--- src/rtl/lbus_dbg_arb_pkg.sv ---
package lbus_dbg_arb_pkg;

   typedef enum logic [1:0] {
      ARB_IDLE  = 2'd0,
      ARB_DRAIN = 2'd1,
      ARB_DBG   = 2'd2,
      ARB_HAND  = 2'd3
   } arb_state_e;

   function automatic int max_len(input int a, input int b);
      return (a > b) ? a : b;
   endfunction

endpackage

--- src/rtl/lbus_dbg_arb_tmr.sv ---
module lbus_dbg_arb_tmr #(
   parameter int CNT_W = 2
) (
   input  logic             clk,
   input  logic             rst_n,
   input  logic             load,
   input  logic [CNT_W-1:0] load_val,
   output logic             zero
);
   logic [CNT_W-1:0] cnt_q;

   always_ff @(posedge clk or negedge rst_n) begin
      if (!rst_n) begin
         cnt_q <= '0;
      end else if (load) begin
         cnt_q <= load_val;
      end else if (cnt_q != '0) begin
         cnt_q <= cnt_q - 1'b1;
      end
   end

   assign zero = (cnt_q == '0);
endmodule

--- src/rtl/lbus_dbg_arb_fsm.sv ---
module lbus_dbg_arb_fsm
   import lbus_dbg_arb_pkg::*;
#(
   parameter int               CNT_W    = 2,
   parameter logic [CNT_W-1:0] ACC_LAST = '0,
   parameter logic [CNT_W-1:0] REL_LAST = '0
) (
   input  logic             clk,
   input  logic             rst_n,
   input  logic             req,
   input  logic             busy,
   input  logic             win_zero,
   output arb_state_e       state,
   output logic             win_load,
   output logic [CNT_W-1:0] win_val
);
   arb_state_e state_q, state_d;

   always_comb begin
      state_d  = state_q;
      win_load = 1'b0;
      win_val  = '0;
      case (state_q)
         ARB_IDLE: begin
            if (req) state_d = ARB_DRAIN;
         end
         ARB_DRAIN: begin
            // the core's in-flight cycle must end before handover
            if (!busy) begin
               state_d  = ARB_DBG;
               win_load = 1'b1;
               win_val  = ACC_LAST;
            end
         end
         ARB_DBG: begin
            if (win_zero) begin
               state_d  = ARB_HAND;
               win_load = 1'b1;
               win_val  = REL_LAST;
            end
         end
         ARB_HAND: begin
            if (win_zero) state_d = ARB_IDLE;
         end
         default: state_d = ARB_IDLE;
      endcase
   end

   always_ff @(posedge clk or negedge rst_n) begin
      if (!rst_n) state_q <= ARB_IDLE;
      else        state_q <= state_d;
   end

   assign state = state_q;
endmodule

--- src/rtl/lbus_dbg_arb_ack.sv ---
module lbus_dbg_arb_ack #(
   parameter bit ACK_REG = 1'b0
) (
   input  logic clk,
   input  logic rst_n,
   input  logic last_beat,
   output logic ack
);
   generate
      if (ACK_REG) begin : g_ack_flop
         logic ack_q;
         always_ff @(posedge clk or negedge rst_n) begin
            if (!rst_n) ack_q <= 1'b0;
            else        ack_q <= last_beat;
         end
         assign ack = ack_q;
      end else begin : g_ack_comb
         assign ack = last_beat;
      end
   endgenerate
endmodule

--- src/rtl/lbus_dbg_arb.sv ---
module lbus_dbg_arb
   import lbus_dbg_arb_pkg::*;
#(
   parameter int ACC_LEN = 2,
   parameter int REL_LEN = 1,
   parameter bit ACK_REG = 1'b0
) (
   input  logic clk,
   input  logic rst_n,
   input  logic dbg_req,
   input  logic cpu_busy,
   output logic fetch_stall,
   output logic bus_sel_dbg,
   output logic dbg_ack
);
   localparam int               WIN_MAX  = max_len(ACC_LEN, REL_LEN);
   localparam int               CNT_W    = $clog2(WIN_MAX + 1);
   localparam logic [CNT_W-1:0] ACC_LAST = CNT_W'(ACC_LEN - 1);
   localparam logic [CNT_W-1:0] REL_LAST = CNT_W'(REL_LEN - 1);

   generate
      if (ACC_LEN < 1) begin : g_bad_acc
         $error("ACC_LEN must be at least 1");
      end
      if (REL_LEN < 1) begin : g_bad_rel
         $error("REL_LEN must be at least 1");
      end
   endgenerate

   arb_state_e       state;
   logic             win_load;
   logic [CNT_W-1:0] win_val;
   logic             win_zero;

   lbus_dbg_arb_fsm #(
      .CNT_W   (CNT_W),
      .ACC_LAST(ACC_LAST),
      .REL_LAST(REL_LAST)
   ) u_fsm (
      .clk     (clk),
      .rst_n   (rst_n),
      .req     (dbg_req),
      .busy    (cpu_busy),
      .win_zero(win_zero),
      .state   (state),
      .win_load(win_load),
      .win_val (win_val)
   );

   lbus_dbg_arb_tmr #(
      .CNT_W(CNT_W)
   ) u_tmr (
      .clk     (clk),
      .rst_n   (rst_n),
      .load    (win_load),
      .load_val(win_val),
      .zero    (win_zero)
   );

   lbus_dbg_arb_ack #(
      .ACK_REG(ACK_REG)
   ) u_ack (
      .clk      (clk),
      .rst_n    (rst_n),
      .last_beat((state == ARB_DBG) && win_zero),
      .ack      (dbg_ack)
   );

   assign fetch_stall = (state != ARB_IDLE);
   assign bus_sel_dbg = (state == ARB_DBG);
endmodule

--- config.mk ---
export PLATFORM = sky130hd
export DESIGN_NAME = lbus_dbg_arb
export DESIGN_NICKNAME = d
export VERILOG_FILES = /design/src/rtl/lbus_dbg_arb_pkg.sv /design/src/rtl/lbus_dbg_arb_tmr.sv /design/src/rtl/lbus_dbg_arb_fsm.sv /design/src/rtl/lbus_dbg_arb_ack.sv /design/src/rtl/lbus_dbg_arb.sv
export SDC_FILE = /design/constraint.sdc
export NUM_CORES = 1
export LEC_CHECK = 0
export BUFFER_PORTS_ARGS = -buffer_cell sky130_fd_sc_hd__buf_2
export CORE_AREA = 2 2 39 41
export DETAILED_ROUTE_END_ITERATION = 12
export DIE_AREA = 0 0 41 43
export GPL_ROUTABILITY_DRIVEN = 1
export GPL_TIMING_DRIVEN = 1
export PLACE_DENSITY = 0.44
export RECOVER_POWER = 50
export SLEW_MARGIN = 20
export SYNTH_ARGS = -nofsm -noshare
export SYNTH_HDL_FRONTEND = slang
export SYNTH_SLANG_ARGS = --single-unit
--- constraint.sdc ---
create_clock -name clk -period 1.8 [get_ports clk]
set_clock_uncertainty 0.15 [all_clocks]
set_input_delay 0.54 -clock clk [delete_from_list [all_inputs] [get_ports clk]]
set_output_delay 0.54 -clock clk [all_outputs]
set_load 0.05 [all_outputs]
Word-level counts from Yosys, hierarchy flattened:

Index checks and enable logic that the tools add are counted.

* logic and storage cells: 29
* bits in registers: 4
* output and inout bits: 3
* input port bits: 4

* mux-type cells: 12
* equality and inequality tests: 7
* reductions and logical operators: 7
* $add $sub $neg: 1

Operators by type and width (count)
* 2-to-1 mux 2 bit: 7
* case mux 2 bit (4 select lines): 1
* inequality test 2 bit (second input constant): 3
* nonzero test 2 bit: 3
* == test 2 bit (second input constant): 2
* logical NOT 2 bit: 2
* AND reduction 4 bit: 1
* 2-to-1 mux 1 bit: 3
* == test 2 x 1 -> 1 bit (second input constant): 1
* inequality test 2 x 1 -> 1 bit (second input constant): 1
* case mux 1 bit (2 select lines): 1
* subtractor 2 x 1 -> 2 bit (second input constant): 1
* logical AND 1 bit: 1

Longest topological paths before layout:

* word-level depth: 4
* depth in mapped cells: 5
* gate-level depth less buffers: 5

By module:

Synthesis repeated with hierarchy kept, for this count alone.

* cell total of the unflattened synthesis: 35
* area total of the unflattened synthesis: 334.1 um^2

Modules (own cells, without submodules)
* lbus_dbg_arb_fsm: cells each 19, sequential area each 50.0 um^2, area each 187.7 um^2, times used 1
* lbus_dbg_arb_tmr: cells each 12, sequential area each 50.0 um^2, area each 113.9 um^2, times used 1
* lbus_dbg_arb: cells each 3, sequential area each 0.0 um^2, area each 25.0 um^2, times used 1
* lbus_dbg_arb_ack: cells each 1, sequential area each 0.0 um^2, area each 7.5 um^2, times used 1

Least setup slack after synthesis:

Ideal clock, no wire load.

* path kind: flip-flop to output port
* start point: reg u_fsm.state_q[0], in the netlist u_fsm.state[0]
* end point: out dbg_ack
* buffers on the path: 0
* setup slack: -0.466 ns
* required time: 1.110 ns
* arrival: 1.576 ns
* stages on the path, launching flop included: 4
* cells stage by stage: dfrtp_1 inv_1 ha_1 and2_1

* word-level cells in the longest chain between the ends: 2

RTL lines
* start: declaration: line lbus_dbg_arb_fsm.sv:17 `arb_state_e state_q, state_d;`
* start signal: assignment: line lbus_dbg_arb_fsm.sv:51 `else state_q <= state_d;`
* == test 2 bit
* net bus_sel_dbg: line lbus_dbg_arb.sv:13 `output logic bus_sel_dbg,`
* logical AND 1 bit: line lbus_dbg_arb.sv:65 `.last_beat((state == ARB_DBG) && win_zero),`
* end: declaration: line lbus_dbg_arb.sv:14 `output logic dbg_ack`

The timed path passes the listed nets, and every way through them passes these cells.

Worst setup path after layout:

* start point: reg u_fsm.state_q[1], in the netlist u_fsm.state[1]
* end point: out dbg_ack

* word-level cells in the longest chain between the ends: 2

RTL lines (line)
* == test 2 bit: lbus_dbg_arb.sv:65
* logical AND 1 bit: lbus_dbg_arb.sv:65

Every way passes these cells.

==> results.json <==
{
  "outcome": "finished with violations",
  "violations": "setup timing",
  "syn_to_final_growth_pct": 62.30,
  "cts_buffers": 3,
  "layout.cells.non_filler": 68,
  "period_share": 1.010,
  "fp.dieH_um": 43,
  "synth_top_area_share": 0.3175,
  "drt_first_iter_violations": 1,
  "holdCritPathClass": "reg2reg",
  "tns_ps": -17.15,
  "holdWs_ps": 369.7,
  "post-dp-hpwl_um": 510.6,
  "dp_cells": 58,
  "netlist_instances": 33,
  "cp-startpoint": "u_fsm.state[1]",
  "maxCapViolCount": 0,
  "antenna_cells": 0,
  "start_util": 0.2278,
  "synth_cell_types": 15,
  "viasPerCell": 4.382,
  "grt_pass1_wl_mm": 1.090,
  "slew_headroom": 0.8331,
  "hold_viol_final": 0,
  "ys_seq_area_frac": 0.3175,
  "grtUsageTotal": 0.09485,
  "cp_max_fo": 4,
  "clock_path_buffers": 2,
  "setup_viol": 1,
  "critPathCaptureType": "primary output",
  "grt_pass1_vias": 272,
  "wl_um": 707,
  "yosys_warnings": 0,
  "grt_setup_unrepaired": "true",
  "crit_required_ps": 1110,
  "pin_count": 7,
  "criticalPathCategory": "reg2out",
  "drc_errors": 0,
  "antenna_found_initial": 0,
  "reg2reg_setup_slack_ps": 70,
  "htree_num_levels": 1,
  "worst_setup_path_start_kind": "register",
  "syn-num-nets": 43,
  "placementRows": 14,
  "portBuffers": 6,
  "tightestPinTransition_ps": 252.1,
  "yosys.area.top_type": "dfrtp_1",
  "cts.sinks": 4,
  "min_from": "u_tmr.cnt_q[0]",
  "insertion_delay_ps": 230,
  "ys_ff_latch": 4,
  "reg2reg_to": "u_fsm.state[1]",
  "grt_overflow": 0,
  "reg2reg_depth": 7,
  "postSynthAreaPerCell_um2": 9.555,
  "cp-endpoint": "dbg_ack",
  "dr.pass1.iters": 2,
  "slew_violations": 0,
  "drive_gt1_frac": 0.5577,
  "grt_start_max_net_pins": 6,
  "die_x_um": 41,
  "wire_per_inst_um": 10.40,
  "netlist_area_um2": 315.3,
  "vias": 298,
  "final_common_cell": "buf_4",
  "ant_nets": 0,
  "core_um2": 1384,
  "worstPathArrival_ps": 1130,
  "die-area_um2": 1763,
  "final_cell_mix": "9 x buf_4, 4 x inv_1",
  "cts_tree": "yes",
  "layout_min_cycle_time_ps": 1817,
  "ys_top_cells_by_area": "dfrtp_1 32%, ha_1 24%, inv_1 8.3%, a32oi_1 5.6%, mux2_4 4.8%",
  "timing.fmax_mhz": 550.3,
  "cts-root-buf": "clkbuf_4",
  "nets": 64,
  "reg2reg_from": "u_fsm.state[1]",
  "fin_ws_ps": -17.15,
  "gp_congestion": 0.7542,
  "clk_pin_slew_ps": 30
}
-- area by class of cell --
| type | instances | area, um2 |
|---|---|---|
| Clock buffer | 3 | 22.52 |
| Sequential cell | 4 | 101.3 |
| Multi-Input combinational cell | 22 | 219.0 |
| Fill cell | 144 | 872.1 |
| Timing Repair Buffer | 16 | 122.6 |
| Tap cell | 16 | 20.02 |
| Inverter | 7 | 26.28 |
-- how the worst min path moves through the flow --
| stage | endpoint | depth (start not counted) | slack (ps) |
|---|---|---|---|
| CTS | u_tmr.cnt_q[0] | 2 | 380 |
| finish | u_tmr.cnt_q[0] | 2 | 370 |
| floorplan | u_fsm.state[0] | 0 | 90 |
| global route | u_tmr.cnt_q[0] | 2 | 410 |
| detailed placement | u_fsm.state[1] | 1 | 200 |
| global placement | u_tmr.cnt_q[0] | 1 | 200 |
-- worst max-delay path, cell delays in order (launching register included) --
cell	delay (ps)
dfrtp_2	440
ha_4	180
and2_4	140
buf_8	140
-- registers in the layout, indices dropped and copies added, names as in the netlist --
signal / count
u_fsm.state: 2
u_tmr.cnt_q: 2
-- cell families after synthesis --
kind of cell	Yosys count	synth area share
flops	4	0.3175
compound gates	7	0.1905
mux	1	0.04761
fa+ha+maj	6	0.2381
simple gates	8	0.1230
buf+inv	7	0.08335
-- repair_timing --
item | CTS | global route
hold buffers | 1 | 0
pin swaps | 2 | 0
hold endpoints to repair | 4 | 0
setup endpoints to repair | 3 | 3
resized for setup | 12 | 0
setup buffers | 5 | 1
-- cells in the mapped netlist --
cell / count
inv_1: 7
ha_1: 6
dfrtp_1: 4
nand2_1: 3
a21oi_1: 2
a32oi_1: 2
a211oi_2: 1
a21o_1: 1
and2_1: 1
mux2_4: 1
nand2b_1: 1
nand3_1: 1
nor2_1: 1
nor2_2: 1
o211ai_2: 1
-- through the flow --
stage	instance area, um2	worst slack [ps]	utilization
CTS	505.5	-22.72	0.3653
finish	511.7	-17.15	0.3698
detailed placement	402.9	50.89	0.2911
global placement	402.9	64.38	0.2911
global route	511.7	-47.14	0.3698
floorplan	330.3	41.90	-
-- metal layers --
| layer | routed length [um] | up-vias | GRT usage |
|---|---|---|---|
| met3 | 30 | 0 | 0.03141 |
| li1 | - | 149 | - |
| met5 | 0 | - | 0 |
| met1 | 309 | 143 | 0.1078 |
| met4 | 0 | 0 | 0.06000 |
| met2 | 367 | 6 | 0.1438 |
Power is not shown: default switching activity piles up to over one toggle a cycle in this logic, so the estimate is an artifact.
